===== config.mk =====
export PLATFORM = sky130hd
export DESIGN_NAME = vec_intc
export DESIGN_NICKNAME = d
export VERILOG_FILES = /design/src/rtl/vic_pkg.sv /design/src/rtl/vic_pending.sv /design/src/rtl/vic_arbiter.sv /design/src/rtl/vic_gate.sv /design/src/rtl/vec_intc.sv
export SDC_FILE = /design/constraint.sdc
export NUM_CORES = 1
export LEC_CHECK = 0
export BUFFER_PORTS_ARGS = -buffer_cell sky130_fd_sc_hd__clkbuf_2
export CAP_MARGIN = 0
export CELL_PAD_IN_SITES_DETAIL_PLACEMENT = 1
export CELL_PAD_IN_SITES_GLOBAL_PLACEMENT = 2
export CORE_ASPECT_RATIO = 0.8
export CORE_MARGIN = 5
export CORE_UTILIZATION = 35
export DETAILED_ROUTE_END_ITERATION = 8
export PLACE_DENSITY = 0.78
export SLEW_MARGIN = 25
export SYNTH_ARGS = -nofsm -noshare
export SYNTH_HDL_FRONTEND = slang
export SYNTH_SLANG_ARGS = --single-unit

===== constraint.sdc =====
create_clock -name clk -period 80 [get_ports clk]
set_clock_uncertainty 0.15 [all_clocks]
set_input_delay 12 -clock clk [delete_from_list [all_inputs] [get_ports clk]]
set_output_delay 12 -clock clk [all_outputs]
set_load 0.05 [all_outputs]

===== src/rtl/vic_pkg.sv =====
package vic_pkg;
   // Register byte offsets (the per-line block is decoded arithmetically)
   localparam int unsigned OFS_PEND = 32'h00;
   localparam int unsigned OFS_MASK = 32'h04;
   localparam int unsigned OFS_IRQC = 32'h10;
   localparam int unsigned OFS_FIQC = 32'h14;
   localparam int unsigned OFS_CTL  = 32'h18;
   localparam int unsigned OFS_CFG0 = 32'h1C;
   localparam int unsigned OFS_SWT  = 32'h9C;

   // Width of the per-line urgency field, bits [6:2] of a configuration word
   localparam int unsigned PRIO_W = 5;

   // Output channel index
   typedef enum logic {
      CH_IRQ = 1'b0,
      CH_FIQ = 1'b1
   } chan_e;
endpackage


===== src/rtl/vic_pending.sv =====
// Per-line request capture: edge/level detection, software set and clear paths.
module vic_pending #(
   parameter int N = 32
) (
   input  logic         clk,
   input  logic         rst_n,
   input  logic [N-1:0] line_in,
   input  logic [N-1:0] level_mode,
   input  logic         and_wr,
   input  logic [N-1:0] and_val,
   input  logic [N-1:0] sw_set,
   input  logic [N-1:0] rd_clr,
   output logic [N-1:0] pend_q
);
   logic [N-1:0] in_q;

   always_ff @(posedge clk or negedge rst_n) begin
      if (!rst_n) in_q <= '0;
      else        in_q <= line_in;
   end

   for (genvar i = 0; i < N; i++) begin : g_line
      logic rise, fall, held, set_i, clr_i;
      assign rise  = line_in[i] & ~in_q[i];
      assign fall  = ~line_in[i] & in_q[i];
      assign held  = level_mode[i] & line_in[i];
      assign set_i = (level_mode[i] ? line_in[i] : rise) | sw_set[i];
      assign clr_i = (level_mode[i] & fall)
                   | (and_wr & ~and_val[i] & ~held)
                   | rd_clr[i];

      // a new request in the same cycle as a clear is never lost
      always_ff @(posedge clk or negedge rst_n) begin
         if (!rst_n)     pend_q[i] <= 1'b0;
         else if (set_i) pend_q[i] <= 1'b1;
         else if (clr_i) pend_q[i] <= 1'b0;
      end
   end
endmodule


===== src/rtl/vic_arbiter.sv =====
// Combinational winner search: smallest urgency value, ties to the highest index.
module vic_arbiter #(
   parameter int N      = 32,
   parameter int PRIO_W = 5,
   parameter int IDX_W  = 5
) (
   input  logic [N-1:0]             cand,
   input  logic [N-1:0][PRIO_W-1:0] prio,
   output logic                     any,
   output logic [IDX_W-1:0]         win
);
   logic [PRIO_W-1:0] best;

   always_comb begin
      any  = 1'b0;
      best = '1;
      win  = '0;
      for (int i = 0; i < N; i++) begin
         if (cand[i] && (!any || prio[i] <= best)) begin
            any  = 1'b1;
            best = prio[i];
            win  = IDX_W'(i);
         end
      end
   end
endmodule


===== src/rtl/vic_gate.sv =====
// One output channel: arm flag, output flop and frozen winner code.
module vic_gate #(
   parameter int IDX_W = 5
) (
   input  logic             clk,
   input  logic             rst_n,
   input  logic             any,
   input  logic [IDX_W-1:0] win,
   input  logic             ack,
   output logic             out_q,
   output logic [IDX_W-1:0] code_q
);
   logic armed_q;

   always_ff @(posedge clk or negedge rst_n) begin
      if (!rst_n) begin
         armed_q <= 1'b1;
         out_q   <= 1'b0;
         code_q  <= '0;
      end else if (ack) begin
         armed_q <= 1'b1;
         out_q   <= 1'b0;
      end else if (armed_q && any) begin
         armed_q <= 1'b0;
         out_q   <= 1'b1;
         code_q  <= win;
      end
   end
endmodule


===== src/rtl/vec_intc.sv =====
module vec_intc
   import vic_pkg::*;
#(
   parameter int NUM_LINES = 32,
   parameter int ADDR_W    = 8,
   parameter int DATA_W    = 32
) (
   input  logic                 clk,
   input  logic                 rst_n,
   input  logic [NUM_LINES-1:0] line_in,
   input  logic                 bus_sel,
   input  logic                 bus_wr,
   input  logic [ADDR_W-1:0]    bus_addr,
   input  logic [DATA_W-1:0]    bus_wdata,
   output logic [DATA_W-1:0]    bus_rdata,
   output logic                 irq_o,
   output logic                 fiq_o
);
   localparam int IDX_W = $clog2(NUM_LINES);
   localparam int N     = NUM_LINES;
   localparam logic [ADDR_W-1:0] A_PEND = ADDR_W'(OFS_PEND);
   localparam logic [ADDR_W-1:0] A_MASK = ADDR_W'(OFS_MASK);
   localparam logic [ADDR_W-1:0] A_IRQC = ADDR_W'(OFS_IRQC);
   localparam logic [ADDR_W-1:0] A_FIQC = ADDR_W'(OFS_FIQC);
   localparam logic [ADDR_W-1:0] A_CTL  = ADDR_W'(OFS_CTL);
   localparam logic [ADDR_W-1:0] A_SWT  = ADDR_W'(OFS_SWT);
   localparam logic [ADDR_W-1:0] A_CFG0 = ADDR_W'(OFS_CFG0);
   localparam logic [ADDR_W-1:0] A_CFGL = ADDR_W'(OFS_CFG0 + 4 * (N - 1));

   // elaboration-time parameter checks
   if (DATA_W != 32) begin : g_bad_data
      $error("vec_intc: DATA_W must be 32");
   end
   if (N < 2 || N > 32) begin : g_bad_lines
      $error("vec_intc: NUM_LINES must lie in 2..32");
   end
   if (ADDR_W < 8) begin : g_bad_addr
      $error("vec_intc: ADDR_W must be at least 8");
   end

   logic wr, rd, cfg_hit;
   logic [IDX_W-1:0] cfg_idx;
   assign wr      = bus_sel & bus_wr;
   assign rd      = bus_sel & ~bus_wr;
   assign cfg_hit = (bus_addr >= A_CFG0) && (bus_addr <= A_CFGL) && (bus_addr[1:0] == 2'b00);
   assign cfg_idx = IDX_W'((bus_addr - A_CFG0) >> 2);

   // configuration state
   logic [N-1:0][PRIO_W-1:0] prio_q;
   logic [N-1:0]             level_q, fiq_q, mask_q, pend_q;

   always_ff @(posedge clk or negedge rst_n) begin
      if (!rst_n) begin
         prio_q  <= '0;
         level_q <= '0;
         fiq_q   <= '0;
         mask_q  <= '1;
      end else begin
         if (wr && bus_addr == A_MASK) mask_q <= bus_wdata[N-1:0];
         if (wr && cfg_hit) begin
            prio_q[cfg_idx]  <= bus_wdata[PRIO_W+1:2];
            level_q[cfg_idx] <= bus_wdata[1];
            fiq_q[cfg_idx]   <= bus_wdata[0];
         end
      end
   end

   // software trigger keeps only the lowest set bit
   logic [N-1:0] sw_vec, sw_set;
   assign sw_vec = bus_wdata[N-1:0];
   assign sw_set = (wr && bus_addr == A_SWT) ? (sw_vec & (~sw_vec + N'(1))) : '0;

   // output channels
   logic [IDX_W-1:0] code_q [2];
   logic [IDX_W-1:0] win    [2];
   logic [N-1:0]     cand   [2];
   logic             any    [2];
   logic             ack    [2];
   logic             out_q  [2];

   // reading a code retires the named line when it is edge-sensitive
   logic [N-1:0] rd_clr;
   always_comb begin
      rd_clr = '0;
      if (rd && bus_addr == A_IRQC) rd_clr |= (N'(1) << code_q[CH_IRQ]) & ~level_q;
      if (rd && bus_addr == A_FIQC) rd_clr |= (N'(1) << code_q[CH_FIQ]) & ~level_q;
   end

   vic_pending #(.N(N)) u_pend (
      .clk        (clk),
      .rst_n      (rst_n),
      .line_in    (line_in),
      .level_mode (level_q),
      .and_wr     (wr && bus_addr == A_PEND),
      .and_val    (bus_wdata[N-1:0]),
      .sw_set     (sw_set),
      .rd_clr     (rd_clr),
      .pend_q     (pend_q)
   );

   for (genvar k = 0; k < 2; k++) begin : g_chan
      assign cand[k] = pend_q & ~mask_q & ((k == int'(CH_FIQ)) ? fiq_q : ~fiq_q);
      assign ack[k]  = wr && (bus_addr == A_CTL) && bus_wdata[k];

      vic_arbiter #(.N(N), .PRIO_W(PRIO_W), .IDX_W(IDX_W)) u_arb (
         .cand (cand[k]),
         .prio (prio_q),
         .any  (any[k]),
         .win  (win[k])
      );

      vic_gate #(.IDX_W(IDX_W)) u_gate (
         .clk    (clk),
         .rst_n  (rst_n),
         .any    (any[k]),
         .win    (win[k]),
         .ack    (ack[k]),
         .out_q  (out_q[k]),
         .code_q (code_q[k])
      );
   end

   assign irq_o = out_q[CH_IRQ];
   assign fiq_o = out_q[CH_FIQ];

   // read mux; control, trigger and undefined offsets read 0
   always_comb begin
      bus_rdata = '0;
      if (bus_addr == A_PEND)      bus_rdata = DATA_W'(pend_q);
      else if (bus_addr == A_MASK) bus_rdata = DATA_W'(mask_q);
      else if (bus_addr == A_IRQC) bus_rdata = DATA_W'(code_q[CH_IRQ]);
      else if (bus_addr == A_FIQC) bus_rdata = DATA_W'(code_q[CH_FIQ]);
      else if (cfg_hit)
         bus_rdata = DATA_W'({prio_q[cfg_idx], level_q[cfg_idx], fiq_q[cfg_idx]});
   end
endmodule


==> metrics.csv, run 1 <==
metric,value,unit
top post-synthesis cells by count,"nor2_1, nand2_1, o21ai_0",
cells on worst reg2reg path,267,
final max-slew violation count,0,
CTS tree,built,
"Async S/R FF share, synth",100,%
CP Capture Type,register,
CP Launch Type,register,
CP peak stage delay,800,ps
Synth area leader,dfrtp_1,
clock buffer depth,3,
postcts setup bufs,0,
"Cell Count, Final, Fillers Out",5145,
maxcap violations,0,
placed cell count,5065,
simple-gate share of the synthesized area,19.9,%
Final min period,61600,ps
vias per inst,6.14,
post-synth top area share,23.3,%
grt ovf,0,
xor/xnor share of the synthesized area,0.408,%
root buffer cell,clkbuf_16,
mux cell area share after synthesis,12.8,%
Yosys reg bits,334,
worst-skew pair later-pin latency,610,ps
synthesized area per cell,8.34,µm²
CP Data Required Time,80330,ps
Final TNS setup,0,ps
post-synthesis compound-gate area fraction,25.8,%
Vias,31610,
clock sink total,334,
min-delay src,u_pend.in_q[31],
R2R setup slack,18400,ps
initial antenna violation count,9,
vias in the first global route,30693,
critical register-to-register path endpoint,g_chan[0].u_gate.code_q[3],
DRC viols,0,
I/O pin count,110,
"Reg clk slew, reported paths",60,ps
CP most frequent cell,a21oi_1,
hold-critical path depth,1,
Tot GR Track Use,27.5,%
share of layout cells above drive strength 1,16.2,%
RSZ-0062 raised after global routing,false,
Die Height,281,µm
Post-layout nets,4231,
Critical-path top delay cell,a21oi_1,
PnR worst setup slack,18400,ps
die area,98100,µm²
status,finished clean,
slew margin rel.,21.1,%
die width,349,µm
Initial Util,35.3,%
Final Hold Fails,0,
dpl hpwl,109000,µm
FP Rows,99,
main combinational cell family by area after synthesis,compound AO/OA/AOI/OAI gates,
Post-Syn Area,32200,µm²
# hold bufs at CTS,0,
"EDFF count, synth",0,
Post-Route WL,139000,µm
first-pass GRT wire length,206000,µm
"Arr. time, crit path",61930,ps
Post-CTS Resized,0,
area growth from synthesis to layout,10.3,%
"top cells by area, synth","dfrtp_1, ha_1, mux2_2, o21ai_0, a21oi_1",
Crit Path Class,register to register,
Adder-Cell Fraction of Synth Area,10.4,%
post-route ant nets,0,
Gate Count Post-Synth,3857,
Core ar.,91200,µm²
most common cell in the netlist,nor2_1,
Finish-stage setup viols,0,
H-tree depth,2,
Num CTS Buffers,42,
sequential share of the synthesized area,26.1,%
worst hold path type,register to register,
pre-CTS setup slack,19030,ps
Slew @ Worst Pin,1170,ps
Achievable Freq,16.2,MHz
Yosys warnings,0,
reg2reg start,u_pend.pend_q[0],
final period utilization,77.0,%
largest net degree at the start of global routing,114,
1st-pass router iterations,5,
syn_nets,4190,
Hold Path End,u_pend.pend_q[31],
Routability Congestion,0.928,
CP max FO,17,
DR WL/cell,27.0,µm
post-synth cell types,113,
Most used DFF post-synth,dfrtp_1,
input/output buffers,109,
DR iter-0 viols,2869,
[worst max-delay path by stage]
stage / startpoint / to / slack [ps] / depth (start not counted)
6_report: u_pend.pend_q[0] / g_chan[0].u_gate.code_q[3] / 18400 / 267
5_1_grt: u_pend.pend_q[0] / g_chan[1].u_gate.code_q[3] / 13550 / 260
4_1_cts: u_pend.pend_q[0] / g_chan[0].u_gate.code_q[3] / 18830 / 269
3_5_place_dp: u_pend.pend_q[0] / g_chan[0].u_gate.code_q[3] / 19030 / 267
3_3_place_gp: u_pend.pend_q[0] / g_chan[0].u_gate.code_q[3] / 18820 / 267
2_1_floorplan: mask_q[0] / g_chan[1].u_gate.code_q[3] / 27920 / 263
[critical path: cells and delay by family (launching register included)]
family / cells / cell delay, ps
AO/OA/AOI/OAI: 131 / 32880
adder cells (fa/ha/maj): 35 / 10350
buffers and inverters: 15 / 1710
flip-flops: 1 / 500
multiplexers: 9 / 3150
AND/OR/NAND/NOR: 77 / 12560
[cell families after synthesis]
logic type / count (synthesis)
flops: 334
compound gates: 1245
fa+ha+maj: 270
xor+xnor: 15
simple gates: 1290
buf+inv: 390
mux: 313
[state kept, by name, indices dropped and copies added (netlist names)]
| name | flops |
|---|---|
| g_chan.u_gate.code_q | 10 |
| level_q | 32 |
| mask_q | 32 |
| g_chan.u_gate.out_q | 2 |
| u_pend.pend_q | 32 |
| g_chan.u_gate.armed_q | 2 |
| u_pend.in_q | 32 |
| fiq_q | 32 |
| prio_q | 160 |
[stage by stage]
step	instance area, µm²	hold WS [ps]	util [%]
2_1_floorplan	32200	288	-
3_3_place_gp	34000	313	37.2
3_5_place_dp	34000	316	37.3
4_1_cts	35400	324	38.8
5_1_grt	35500	341	38.9
6_report	35500	330	38.9
[metal layers]
metal  wire length [µm]  track usage [%]  vias up
li1                   -                -    14532
met1              67500             41.0    15934
met2              56200             39.1      982
met3              11700             7.22      160
met4               3590             6.82        2
met5                 13                0        -
[area by class of cell]
cell class / count / area [µm²]
antenna: 3 / 7.51
clock buffer: 54 / 1150
clock inverter: 22 / 298
fill: 10912 / 55700
inverter: 247 / 927
multi-input combinational: 3133 / 22400
sequential: 334 / 8400
tap: 1212 / 1520
timing repair buffer: 140 / 811
[layout by cell type (no fill, tap or decap), types with 31 or more instances in the layout]
cell,count
a211oi_1,52
a31oi_1,48
o22ai_1,41
dfstp_2,34
nor3_1,69
inv_1,239
a21oi_1,277
nor2b_1,41
dfrtp_1,300
o21ai_0,302
nand3b_1,41
nand3_1,106
clkbuf_16,42
mux4_2,56
and3_1,63
or2_2,31
nand2_1,328
nand2b_1,45
and2_1,39
a22o_1,37
mux2_2,211
clkbuf_2,106
ha_1,256
a21o_1,104
mux2i_1,44
o211ai_1,36
nor3b_1,31
nor2_1,357
buf_4,31
Power of run 1 is not shown: default switching activity piles up to over one toggle a cycle in this logic, so the estimate is an artifact.
==> run 2: changes to the inputs <==
- ABC_AREA: unset -> 1
- PLACE_DENSITY: 0.78 -> 0.83
- clock period: 80 -> 58.6 ns (I/O delays scaled with it)
==> run 2 against run 1 <==
  * Count of clock-buffer cells in the layout is 3 higher
  * Wire length shrank 6.2%
  * Worst setup slack got worse by 7400 ps
  * Critical endpoint is now g_chan[0].u_gate.code_q[4]
  * First-iteration DRC count down 7.2%
==> metrics.csv, run 2 <==
metric,value,unit,change
Gate Count Post-Synth,4550,,+18%
Yosys warnings,0,,unchanged
Initial Util,35.1,%,-0.17 points
design area,33300,µm²,-6.1%
synthesized area per cell,6.86,µm²,-18%
status,finished clean,,
H-tree depth,2,,unchanged
"top cells by area, synth","dfrtp_1, nand2_1, ha_1, o21ai_0, nand3_1",,
Crit Path Class,register to register,,
Num CTS Buffers,41,,-2.4%
input/output buffers,109,,unchanged
DRC viols,0,,unchanged
CTS tree,built,,
"commonest non-fill, non-tap cell in the layout",nand2_1,,
share of layout cells above drive strength 1,11.9,%,-4.3 points
maxcap violations,0,,unchanged
pre-CTS setup slack,11400,ps,-7630 ps
Yosys reg bits,334,,unchanged
largest net degree at the start of global routing,145,,+27%
Most used DFF post-synth,dfrtp_1,,
root buffer cell,clkbuf_16,,
Synth area leader,dfrtp_1,,
FP Rows,98,,-1.0%
Reg with most FFs,prio_q,,
area growth from synthesis to layout,6.68,%,
Finish-stage setup viols,0,,unchanged
worst-skew pair later-pin latency,600,ps,about the same
Post-Syn Area,31200,µm²,-3.0%
syn_nets,4883,,+17%
PnR worst setup slack,10980,ps,-7420 ps
Tot GR Track Use,26.6,%,-0.88 points
RSZ-0062 raised after global routing,false,,
clock sink total,334,,unchanged
CP Data Required Time,58950,ps,-21380 ps
vias per inst,5.57,,-9.3%
postcts setup bufs,0,,unchanged
CP peak stage delay,730,ps,-70 ps
CP Launch Type,register,,
DR WL/cell,22.6,µm,-16%
Die Height,277,µm,-1.4%
die area,95300,µm²,-2.9%
Final Hold Fails,0,,unchanged
worst path bufs/invs,53,,+38
Final TNS setup,0,ps,unchanged
R2R setup slack,10980,ps,-7420 ps
min-delay src,prio_q[140],,
Vias,32128,,+1.6%
slew margin rel.,24.9,%,+3.8 points
"Reg clk slew, reported paths",60,ps,about the same
1st-pass router iterations,5,,unchanged
"EDFF count, synth",0,,unchanged
"Arr. time, crit path",47960,ps,-13970 ps
Final min period,47620,ps,-13980 ps
top post-synthesis cells by count,"nand2_1, o21ai_0, inv_1",,
most common cell in the netlist,nand2_1,,
Post-Route WL,130000,µm,-6.2%
CP most frequent cell,nand2_2,,
Inserted Diodes,0,,-3
"Async S/R FF share, synth",100,%,unchanged
Post-CTS Resized,0,,unchanged
critical register-to-register path endpoint,g_chan[0].u_gate.code_q[4],,
# hold bufs at CTS,0,,unchanged
sequential share of the synthesized area,26.9,%,+0.80 points
flip-flop count of the largest register after layout,160,,unchanged
vias in the first global route,31461,,+2.5%
initial antenna violation count,7,,-2
Post-layout nets,4867,,+15%
CP Capture Type,register,,
final max-slew violation count,0,,unchanged
dpl hpwl,101000,µm,-7.1%
die width,344,µm,-1.5%
Hold Slack,336,ps,+5.82 ps
grt ovf,0,,unchanged
DR iter-0 viols,2661,,-7.2%
post-synth top area share,24.1,%,+0.71 points
reg2reg start,mask_q[0],,
Critical-path top delay cell,o21ai_1,,
final period utilization,81.3,%,+4.3 points
"CP delay by family, top",compound AO/OA/AOI/OAI gates,,
Area after DPL,31900,µm²,-5.9%
Achievable Freq,21.0,MHz,+29%
most frequent cells in the layout,"nand2_1, o21ai_0, inv_1, nand3_1, dfrtp_1",,
first-pass GRT wire length,197000,µm,-4.2%
post-route ant nets,0,,unchanged
I/O pin count,110,,unchanged
clock buffer depth,3,,unchanged
Core ar.,88900,µm²,-2.5%
Hold Path End,prio_q[140],,
Slew @ Worst Pin,1120,ps,-56.1 ps
hold-critical path depth,2,,+1
post-synth cell types,61,,-46%
Routability Congestion,0.962,,+3.6%
cells on worst reg2reg path,309,,+16%
CP max FO,14,,-3
worst hold path type,register to register,,
[run 2: changes by cell type after synthesis, sizes merged, moves of 44 or more]
cell | before | now
nand2 | 330 | 1161
inv | 243 | 607
nand3 | 106 | 466
o21ai | 328 | 668
mux2 | 213 | 5
a21oi | 282 | 155
a21o | 104 | 2
mux4 | 56 | 0
a211oi | 54 | 1
nor2 | 361 | 312
a31oi | 51 | 4
nand2b | 45 | 0
mux2i | 44 | 0
[run 2: worst register-to-register path: cells and delay by family (launching register included)]
family                     cells  cell delay [ps]
AOI/OAI and AO/OA             74            17100
adders and majority gates     31             9670
buffers and inverters         53             3400
DFF                            1              590
and+or+nand+nor              151            16630
[run 2: cell type report]
type                            count  area [µm²]
Fill cell                       11479       55600
Multi-Input combinational cell   3400       18900
Clock buffer                       57        1170
Timing Repair Buffer              137         781
Clock inverter                     18         174
Tap cell                         1200        1500
Inverter                          620        2330
Sequential cell                   334        8400
[run 2: metal layers]
| layer | share of wire [%] | wire length, µm | vias to the layer above | GRT usage [%] |
|---|---|---|---|---|
| li1 | - | - | 15261 | - |
| met1 | 50 | 65400 | 15870 | 41.0 |
| met2 | 41 | 54000 | 849 | 39.3 |
| met3 | 6.2 | 8080 | 142 | 3.56 |
| met4 | 2.2 | 2860 | 6 | 5.56 |
| met5 | 0.028 | 37 | - | 0 |
[run 2: worst max-delay path by stage]
stage               from                          to  slack [ps]  cells after the start
2_1_floorplan  mask_q[0]  g_chan[0].u_gate.code_q[3]       18160                    335
3_3_place_gp   mask_q[0]  g_chan[0].u_gate.code_q[4]       11410                    310
3_5_place_dp   mask_q[0]  g_chan[0].u_gate.code_q[4]       11400                    309
4_1_cts        mask_q[0]  g_chan[0].u_gate.code_q[4]       11280                    309
5_1_grt        mask_q[0]  g_chan[0].u_gate.code_q[4]        5850                    309
6_report       mask_q[0]  g_chan[0].u_gate.code_q[4]       10980                    309
[run 2: through the flow]
stage	util, %	cells
after floorplan	-	4550
after global placement	35.9	5691
after detailed placement	35.9	5691
after CTS	37.4	5766
after global routing	37.4	5766
final	37.4	5766
[run 2: kinds of logic (layout without fill, tap and decap cells)]
logic type | count (synthesis) | after routing | share of synthesized area [%]
simple gates | 2112 | 2112 | 31.4
mux | 5 | 5 | 0.180
compound gates | 1024 | 1024 | 18.6
buf+inv | 816 | 832 | 12.5
fa+ha+maj | 257 | 257 | 10.3
xor+xnor | 2 | 2 | 0.0561
flops | 334 | 334 | 26.9
Power of run 2 is left out for the same reason.
